**config.mk**
```make
export PLATFORM = sky130hd
export DESIGN_NAME = rpt_serial_master
export DESIGN_NICKNAME = d
export VERILOG_FILES = /design/src/rtl/rsm_pkg.sv /design/src/rtl/rsm_txq.sv /design/src/rtl/rsm_timer.sv /design/src/rtl/rsm_shifter.sv /design/src/rtl/rpt_serial_master.sv
export SDC_FILE = /design/constraint.sdc
export NUM_CORES = 1
export LEC_CHECK = 0
export BUFFER_PORTS_ARGS = -buffer_cell sky130_fd_sc_hd__buf_2
export CORE_MARGIN = 2
export CORE_UTILIZATION = 50
export CTS_CLUSTER_DIAMETER = 50
export CTS_CLUSTER_SIZE = 24
export DETAILED_ROUTE_END_ITERATION = 16
export PLACE_DENSITY = 0.78
export SLEW_MARGIN = 20
export SYNTH_ARGS = -nofsm -noshare
export SYNTH_HDL_FRONTEND = slang
export SYNTH_SLANG_ARGS = --single-unit
```
**constraint.sdc**
```tcl
create_clock -name clk -period 2 [get_ports clk]
set_clock_uncertainty 0.2 [all_clocks]
set_input_delay 0.3 -clock clk [delete_from_list [all_inputs] [get_ports clk]]
set_output_delay 0.3 -clock clk [all_outputs]
set_load 0.005 [all_outputs]
```
**src/rtl/rsm_pkg.sv**
```systemverilog
package rsm_pkg;
    typedef enum logic [1:0] {
        ST_IDLE,
        ST_LOW,
        ST_HIGH,
        ST_GAP
    } rsm_state_e;
endpackage

```
**src/rtl/rsm_txq.sv**
```systemverilog
// Two-slot transmit queue; slot 0 is the oldest word.
module rsm_txq #(
    parameter int WORD_W = 8
) (
    input  logic              clk,
    input  logic              rst_n,
    input  logic              push_i,
    input  logic [WORD_W-1:0] data_i,
    input  logic              pop_i,
    output logic              avail_o,
    output logic [WORD_W-1:0] head_o
);
    logic [WORD_W-1:0] s0_q, s1_q, s0_n, s1_n;
    logic              v0_q, v1_q, v0_n, v1_n;

    always_comb begin
        s0_n = s0_q;
        s1_n = s1_q;
        v0_n = v0_q;
        v1_n = v1_q;
        if (pop_i) begin
            s0_n = s1_q;
            v0_n = v1_q;
            v1_n = 1'b0;
        end
        if (push_i) begin
            if (!v0_n) begin
                s0_n = data_i;
                v0_n = 1'b1;
            end else begin
                // second slot, overwritten when already full
                s1_n = data_i;
                v1_n = 1'b1;
            end
        end
    end

    always_ff @(posedge clk or negedge rst_n) begin
        if (!rst_n) begin
            s0_q <= '0;
            s1_q <= '0;
            v0_q <= 1'b0;
            v1_q <= 1'b0;
        end else begin
            s0_q <= s0_n;
            s1_q <= s1_n;
            v0_q <= v0_n;
            v1_q <= v1_n;
        end
    end

    assign avail_o = v0_q;
    assign head_o  = s0_q;
endmodule

```
**src/rtl/rsm_timer.sv**
```systemverilog
// Phase counter for serial-clock halves and the reservation window.
module rsm_timer #(
    parameter int CNT_W = 3
) (
    input  logic             clk,
    input  logic             rst_n,
    input  logic             clr_i,
    output logic [CNT_W-1:0] cnt_o
);
    always_ff @(posedge clk or negedge rst_n) begin
        if (!rst_n)     cnt_o <= '0;
        else if (clr_i) cnt_o <= '0;
        else            cnt_o <= cnt_o + 1'b1;
    end
endmodule

```
**src/rtl/rsm_shifter.sv**
```systemverilog
// Shift register, data-out bit, bit count and lagging receive buffer.
module rsm_shifter #(
    parameter int WORD_W = 8
) (
    input  logic              clk,
    input  logic              rst_n,
    input  logic              load_i,
    input  logic              chain_i,
    input  logic [WORD_W-1:0] load_data_i,
    input  logic              sample_i,
    input  logic              si_i,
    input  logic              fall_i,
    output logic              so_o,
    output logic [WORD_W-1:0] shift_o,
    output logic [WORD_W-1:0] rx_o,
    output logic              full_o
);
    localparam int BW = $clog2(WORD_W + 1);
    localparam logic [BW-1:0] BITS_END = BW'(WORD_W);

    logic [BW-1:0] bit_cnt_q;

    always_ff @(posedge clk or negedge rst_n) begin
        if (!rst_n) begin
            shift_o   <= '0;
            rx_o      <= '0;
            so_o      <= 1'b1;
            bit_cnt_q <= '0;
        end else begin
            if (load_i) begin
                if (chain_i) rx_o <= shift_o;
                shift_o   <= load_data_i;
                so_o      <= load_data_i[WORD_W-1];
                bit_cnt_q <= '0;
            end else if (sample_i) begin
                shift_o   <= {shift_o[WORD_W-2:0], si_i};
                bit_cnt_q <= bit_cnt_q + 1'b1;
            end else if (fall_i) begin
                so_o <= shift_o[WORD_W-1];
            end
        end
    end

    assign full_o = (bit_cnt_q == BITS_END);
endmodule

```
**src/rtl/rpt_serial_master.sv**
```systemverilog
module rpt_serial_master
    import rsm_pkg::*;
#(
    parameter int WORD_W   = 8,
    parameter int HALF_DIV = 2
) (
    input  logic              clk,
    input  logic              rst_n,
    input  logic              tx_wr_i,
    input  logic [WORD_W-1:0] tx_data_i,
    input  logic              rd_sel_i,
    output logic [WORD_W-1:0] rd_data_o,
    output logic              sck_o,
    output logic              so_o,
    input  logic              si_i,
    output logic              irq_o,
    output logic              busy_o
);
    localparam int TW = $clog2(2 * HALF_DIV + 1);
    localparam logic [TW-1:0] HALF_END = TW'(HALF_DIV - 1);
    localparam logic [TW-1:0] GAP_END  = TW'(2 * HALF_DIV - 1);

    rsm_state_e        state_q, state_n;
    logic [TW-1:0]     tmr_cnt;
    logic              tmr_clr, launch, sample, fall, end_frame, end_seq;
    logic              q_avail, frame_full;
    logic [WORD_W-1:0] q_head, shift_val, rx_buf_q;

    rsm_txq #(.WORD_W(WORD_W)) u_txq (
        .clk(clk), .rst_n(rst_n), .push_i(tx_wr_i), .data_i(tx_data_i),
        .pop_i(launch), .avail_o(q_avail), .head_o(q_head)
    );

    rsm_timer #(.CNT_W(TW)) u_tmr (
        .clk(clk), .rst_n(rst_n), .clr_i(tmr_clr), .cnt_o(tmr_cnt)
    );

    rsm_shifter #(.WORD_W(WORD_W)) u_shf (
        .clk(clk), .rst_n(rst_n), .load_i(launch), .chain_i(state_q == ST_GAP),
        .load_data_i(q_head), .sample_i(sample), .si_i(si_i), .fall_i(fall),
        .so_o(so_o), .shift_o(shift_val), .rx_o(rx_buf_q), .full_o(frame_full)
    );

    // state register
    always_ff @(posedge clk or negedge rst_n) begin
        if (!rst_n) state_q <= ST_IDLE;
        else        state_q <= state_n;
    end

    // transitions and strobes
    always_comb begin
        state_n   = state_q;
        tmr_clr   = 1'b0;
        launch    = 1'b0;
        sample    = 1'b0;
        fall      = 1'b0;
        end_frame = 1'b0;
        end_seq   = 1'b0;
        unique case (state_q)
            ST_IDLE: begin
                tmr_clr = 1'b1;
                if (q_avail) begin
                    launch  = 1'b1;
                    state_n = ST_LOW;
                end
            end
            ST_LOW: begin
                if (tmr_cnt == HALF_END) begin
                    sample  = 1'b1;
                    tmr_clr = 1'b1;
                    state_n = ST_HIGH;
                end
            end
            ST_HIGH: begin
                if (tmr_cnt == HALF_END) begin
                    tmr_clr = 1'b1;
                    if (frame_full) begin
                        end_frame = 1'b1;
                        state_n   = ST_GAP;
                    end else begin
                        fall    = 1'b1;
                        state_n = ST_LOW;
                    end
                end
            end
            ST_GAP: begin
                if (tmr_cnt == GAP_END) begin
                    tmr_clr = 1'b1;
                    if (q_avail) begin
                        launch  = 1'b1;
                        state_n = ST_LOW;
                    end else begin
                        end_seq = 1'b1;
                        state_n = ST_IDLE;
                    end
                end
            end
            default: state_n = ST_IDLE;
        endcase
    end

    // registered outputs
    always_ff @(posedge clk or negedge rst_n) begin
        if (!rst_n) begin
            sck_o  <= 1'b1;
            irq_o  <= 1'b0;
            busy_o <= 1'b0;
        end else begin
            irq_o <= end_frame;
            if (launch || fall) sck_o <= 1'b0;
            else if (sample)    sck_o <= 1'b1;
            if (launch)         busy_o <= 1'b1;
            else if (end_seq)   busy_o <= 1'b0;
        end
    end

    assign rd_data_o = rd_sel_i ? shift_val : rx_buf_q;
endmodule

```
# After elaboration in Yosys (flattened, before gate mapping)
# Index checks and enable logic that the tools add are counted.
totals:
  reg_bits: 47
  latch_bits: 0
  ramBits: 0
  mem_bits_ro: 0
  in_bits: 13
  out_inout_bits: 12
  elab_cells: 81
  n_memories: 0
op_classes:
  add_sub_neg: 2
  multipliers: 0
  div: 0
  n_lt_le_gt_ge: 0
  n_eq_ne: 11
  n_shift: 0
  mux: 44
  bitwise: 0
  reduce_logical: 11
ops:
  columns: ["operator", "n"]
  rows:
  - ["8-bit 2-to-1 mux", 6]
  - ["1-bit 2-to-1 mux", 27]
  - ["2-bit 2-to-1 mux", 5]
  - ["4-bit 2-to-1 mux", 2]
  - ["2-bit != test, second input constant", 4]
  - ["2-bit one-hot mux with 4 select lines", 1]
  - ["2-bit nonzero test", 4]
  - ["2-bit AND reduction", 3]
  - ["4-bit by 1-bit adder with 4-bit output, second input constant", 1]
  - ["2-bit equality test, second input constant", 2]
  - ["4-bit equality test, second input constant", 1]
  - ["4-bit AND reduction", 1]
  - ["3-bit by 1-bit adder with 3-bit output, second input constant", 1]
  - ["3-bit by 1-bit equality test with 1-bit output, second input constant", 1]
  - ["3-bit by 2-bit equality test with 1-bit output, second input constant", 1]
  - ["3-bit 2-to-1 mux", 1]
  - ["1-bit one-hot mux with 3 select lines", 1]
  - ["2-bit by 1-bit equality test with 1-bit output, second input constant", 1]
  - ["2-bit zero test", 1]
  - ["2-bit by 1-bit != test with 1-bit output, second input constant", 1]
  - ["1-bit one-hot mux with 2 select lines", 1]
  - ["2-bit OR reduction", 1]
  - ["1-bit logical OR", 1]

# Longest topological paths before layout
logic_depth:
  word_depth: 7
  ltp_mapped: 8
  mapped_depth_nobuf: 6

# By module
# From an unflattened synthesis, not the netlist that was laid out.
hier_totals:
  cells_unflattened: 188
  hier_area_um2: 2422.3
by_module_without_submodules:
  columns: ["module", "n_inst", "cells_each", "area_per_inst_um2", "seq_area_each_um2"]
  rows:
  - ["rsm_shifter", 1, 80, 987.2, 526.8]
  - ["rsm_txq", 1, 50, 812.0, 450.4]
  - ["rpt_serial_master", 1, 50, 513.0, 126.4]
  - ["rsm_timer", 1, 8, 110.1, 75.1]

# Least setup slack after synthesis
# Ideal clock, no wire load.
synth_path:
  kind: "flip-flop to flip-flop"
  start: "register u_tmr.cnt_o[0]"
  end: "register u_txq.s0_q[2] (netlist: u_txq.head_o[2])"
  setup_time_ns: 0.125
  arrival_time_ns: 1.825
  t_required_ns: 1.675
  slack_ns: -0.150
  path_stages_with_launch: 8
  synth_period_minus_slack_ns: 2.150
  path_cell_list: "dfrtp_1 > ha_1 > ha_1 > a21oi_2 > nand2b_4 > buf_6 > mux2_4 > mux2_2"
synth_between:
  elab_chain_len: 6
  elab_cells_between_ends: 7
  cone_classes: "1 x eq/ne; 6 x mux"
synth_rtl:
  columns: ["element", "line_no", "text"]
  rows:
  - ["from (decl)", "rsm_timer.sv:8", "output logic [CNT_W-1:0] cnt_o"]
  - ["from (signal assigned)", "rsm_timer.sv:13", "else cnt_o <= cnt_o + 1'b1;"]
  - ["3-bit by 2-bit equality test with 1-bit output *", "rpt_serial_master.sv:87", "if (tmr_cnt == GAP_END) begin"]
  - ["1-bit 2-to-1 mux *", "rpt_serial_master.sv:87", null]
  - ["1-bit one-hot mux with 2 select lines *", "rpt_serial_master.sv:59", "unique case (state_q)"]
  - ["8-bit 2-to-1 mux / 1-bit 2-to-1 mux (equally long branches)", "rsm_txq.sv:21", "if (pop_i) begin"]
  - ["8-bit 2-to-1 mux", "rsm_txq.sv:27", "if (!v0_n) begin"]
  - ["8-bit 2-to-1 mux *", "rsm_txq.sv:26", "if (push_i) begin"]
  - ["net u_txq.s0_n[2]", "rsm_txq.sv:13", "logic [WORD_W-1:0] s0_q, s1_q, s0_n, s1_n;"]
  - ["to (signal assigned)", "rsm_txq.sv:45", "s0_q <= s0_n;"]
  - ["to (decl)", "rsm_txq.sv:13", null]
# Mark *: on every way through the listed nets, which the timed path passes. The rest lies on a longest branch.
# A chain may end at the register's enable or synchronous reset.

# Worst setup path in the final report
layout_path:
  start: "register state_q[1]"
  end: "register u_txq.s1_q[5]"
layout_between:
  elab_chain_len: 4
  elab_cells_between_ends: 5
  cone_classes: "1 x eq/ne; 2 x mux; 2 x reduce/logical"
layout_rtl:
  columns: ["element", "line_no", "text"]
  rows:
  - ["from (decl)", "rpt_serial_master.sv:23", "rsm_state_e state_q, state_n;"]
  - ["from (signal assigned)", "rpt_serial_master.sv:47", "else state_q <= state_n;"]
  - ["2-bit equality test / 2-bit zero test (equally long branches)", "rpt_serial_master.sv:59", null]
  - ["1-bit one-hot mux with 2 select lines *", "rpt_serial_master.sv:59", null]
  - ["1-bit 2-to-1 mux *", "rsm_txq.sv:21", null]
  - ["2-bit AND reduction (no source line) *", null, null]
  - ["to (signal assigned)", "rsm_txq.sv:46", "s1_q <= s1_n;"]
  - ["to (decl)", "rsm_txq.sv:13", null]
# Mark *: on every way between the ends. The rest lies on a longest branch, timed or not.

==> impl_metrics.tcl <==
set metrics [dict create \
    ant_nets 0 \
    worst_pin_slew_ns 0.459 \
    fmax_ghz 0.494 \
    min_delay_path_depth 2 \
    period_share_pct 101 \
    hold_violations 0 \
    hold_path.class "in2reg" \
    path_class "reg2reg" \
    powerDensity_nw_per_um2 661 \
    cts_buffers 5 \
    drive_above_1_share_pct 49.0 \
    die_area_um2 5150 \
    setup_viol 11 \
    synth_top_area_share_pct 49.1 \
    async_flop_share_pct 100 \
    coreArea_um2 4380 \
    h-tree-depth 2 \
    routedWlPerCell_um 15.6 \
    drt_iter0_markers 54 \
    postSynthCellCount 185 \
    fillers 306 \
    die_x_um 71.7 \
    synth_most_common_cell "dfrtp_1" \
    gr-total-overflow 0 \
    failed_checks "setup timing" \
    ir_worst_vdd_v 0.000606 \
    power_mw 1.97 \
    power.leakage_nw 1.44 \
    antenna_found_initial 0 \
    synth_ff_type "dfrtp_1" \
    place_congestion 0.764 \
    synth.largest_area_cell "dfrtp_1" \
    reg2reg_to "u_txq.s1_q[5]" \
    vias 1565 \
    areaGrowthSynthToFinish_pct 29.6 \
    min_period_ns 2.02 \
    crit_fanout 8 \
    status "finished, violations left" \
    whs_endpoint "u_txq.head_o[4]" \
    multi_input_area_um2 1210 \
    syn_nets 208 \
    grt_pass1_wl_um 7650 \
    crit_path_end_kind "register" \
    crit_required_ns 1.99 \
    arrival_ns 2.01 \
    min-delay-start "tx_data_i[4]" \
    clock-sinks 47 \
    cts_tree "yes" \
    ys_seq_area_share_pct 51.4 \
    setup_ws_ns -0.0249 \
    reg2regPathDepth 7 \
    row_count 24 \
    maxCapViolCount 0 \
    synth-edff-count 0 \
    final_nets 261 \
    ys_ff_latch 47 \
    drt-total-wl_um 4550 \
    initial_core_util_pct 52.3 \
    clock_latency_ns 0.30 \
    setup_tns_ns -0.155 \
    vias_per_cell 5.38 \
    grt_pass1_vias 1584 \
    chipHeight_um 71.7 \
    drc_errors 0 \
    avgSynthCellArea_um2 12.4 \
    r2r_setup_slack_ns -0.02 \
    place.detailed.hpwl_um 2960 \
    io_pins 25 \
    synthTopCellsByCount "dfrtp_1 (45), mux2_2 (35), nand2_1 (11), nor2_1 (11)" \
    critPathLaunchType "register" \
    report.final.slew_viol_count 0 \
    rsz0062_at_grt "true" \
    synthDistinctLibCells 35 \
    synth_area_leaders "dfrtp_1 (49%), mux2_2 (17%), ha_1 (5.5%), mux2i_1 (3.9%), mux2_4 (3.3%)" \
    regArea_um2 1180 \
    final_core_utilization_pct 67.8 \
    io_buffers 24 \
    syn-cell-area_um2 2290 \
    grt_util_all_layers_pct 19.2 \
    drtPass1Iterations 4 \
    r2r-start "state_q[1]" \
    clkSlewWorstSetupHoldPaths_ns 0.09 \
    antenna_cells 0 \
    holdWs_ns 0.0402 \
    clk_path_buf_depth 2 \
    root_buffer "clkbuf_8" \
    yosys_warnings 0 \
    relSlewSlack_pct 69.4 \
    grt_max_degree 21 \
]
## what timing repair did
action / 4_1_cts / 5_1_grt
cloned: 1 / 0
hold buffers: 1 / 0
pin swaps: 3 / 4
endpoints found under the hold margin: 17 / 0
gates resized for setup: 22 / 5
setup buffers: 6 / 3
endpoints found under the setup margin: 23 / 27
## where the power goes
| part | internal, mW | switching (mW) | leakage, nW |
|---|---|---|---|
| sequential | 1.01 | 0.0456 | 0.549 |
| combinational | 0.127 | 0.0707 | 0.833 |
| clock | 0.379 | 0.334 | 0.0587 |
## per-stage QoR
stage / instances / area [um^2] / worst slack (ns)
detailed placement: 272 / 2670 / -0.135
global route: 291 / 2970 / -0.0808
CTS: 288 / 2940 / -0.0427
global placement: 272 / 2670 / -0.0696
floorplan: 185 / 2350 / -0.0652
finish: 291 / 2970 / -0.0249
## cell type report
class	instances	share of cell area, %
clock inverters	3	1.60
flip-flops and latches	47	39.6
multi-input cells	123	40.7
well taps	52	2.19
inverters	9	1.14
repair buffers	52	12.5
clock buffers	5	2.31
## cells by family (layout without fill, tap and decap cells)
family	count (synthesis)	after routing	synth area share [%]
multiplexers	49	49	24.4
buffers and inverters	16	69	3.22
AO/OA/AOI/OAI	23	23	6.00
adder cells (fa/ha/maj)	11	11	5.89
XOR/XNOR	3	3	1.15
flip-flops	47	47	51.4
AND/OR/NAND/NOR	36	37	8.02
## layout by cell type, fill, tap and decap left out, types with 2 or more instances in the layout
cell type and n:
a21oi_1 6, buf_12 3, ha_1 5, nor2_1 11
nand2_1 11, o21ai_0 9, mux2_4 28, mux2i_1 9
mux2_2 12, inv_2 2, ha_4 2, nand2b_1 2
inv_1 7, nand2b_4 2, buf_4 24, clkbuf_8 5
buf_2 24, ha_2 3, xor2_1 2, dfstp_2 2
dfrtp_1 45
## per-layer routing
| layer | track usage (%) | wire (um) | share of wire, % |
|---|---|---|---|
| met1 | 26.7 | 2190 | 48 |
| met2 | 31.1 | 2190 | 48 |
| met3 | 3.38 | 113 | 2.5 |
| met4 | 5.66 | 50 | 1.1 |
| met5 | 0 | 0 | 0 |
## worst max path at each step
stage                     from               to  slack [ns]  depth (start not counted)
global route        state_q[1]    u_txq.s1_q[0]       -0.08                          7
floorplan           state_q[1]  u_txq.head_o[2]       -0.07                          7
finish              state_q[1]    u_txq.s1_q[5]       -0.02                          7
global placement    state_q[0]  u_txq.head_o[0]       -0.07                          6
CTS                 state_q[0]    u_txq.s1_q[4]       -0.04                          7
detailed placement  state_q[0]  u_txq.head_o[0]       -0.14                          6
## critical path, stage by stage (launching register included)
cell	delay (ns)
dfrtp_1	0.42
inv_2	0.10
ha_4	0.20
and2b_2	0.27
nand2b_4	0.10
o21ai_4	0.16
buf_12	0.15
mux2_4	0.30
## flip-flops by register name (all words and copies together), names as in the netlist
name	cells
busy_o	1
irq_o	1
sck_o	1
state_q	2
u_shf.bit_cnt_q	4
u_shf.rx_o	8
u_shf.shift_o	8
u_shf.so_o	1
u_tmr.cnt_o	3
u_txq.avail_o	1
u_txq.head_o	8
u_txq.s1_q	8
u_txq.v1_q	1
No activity file was read; power rests on OpenSTA's default activity.
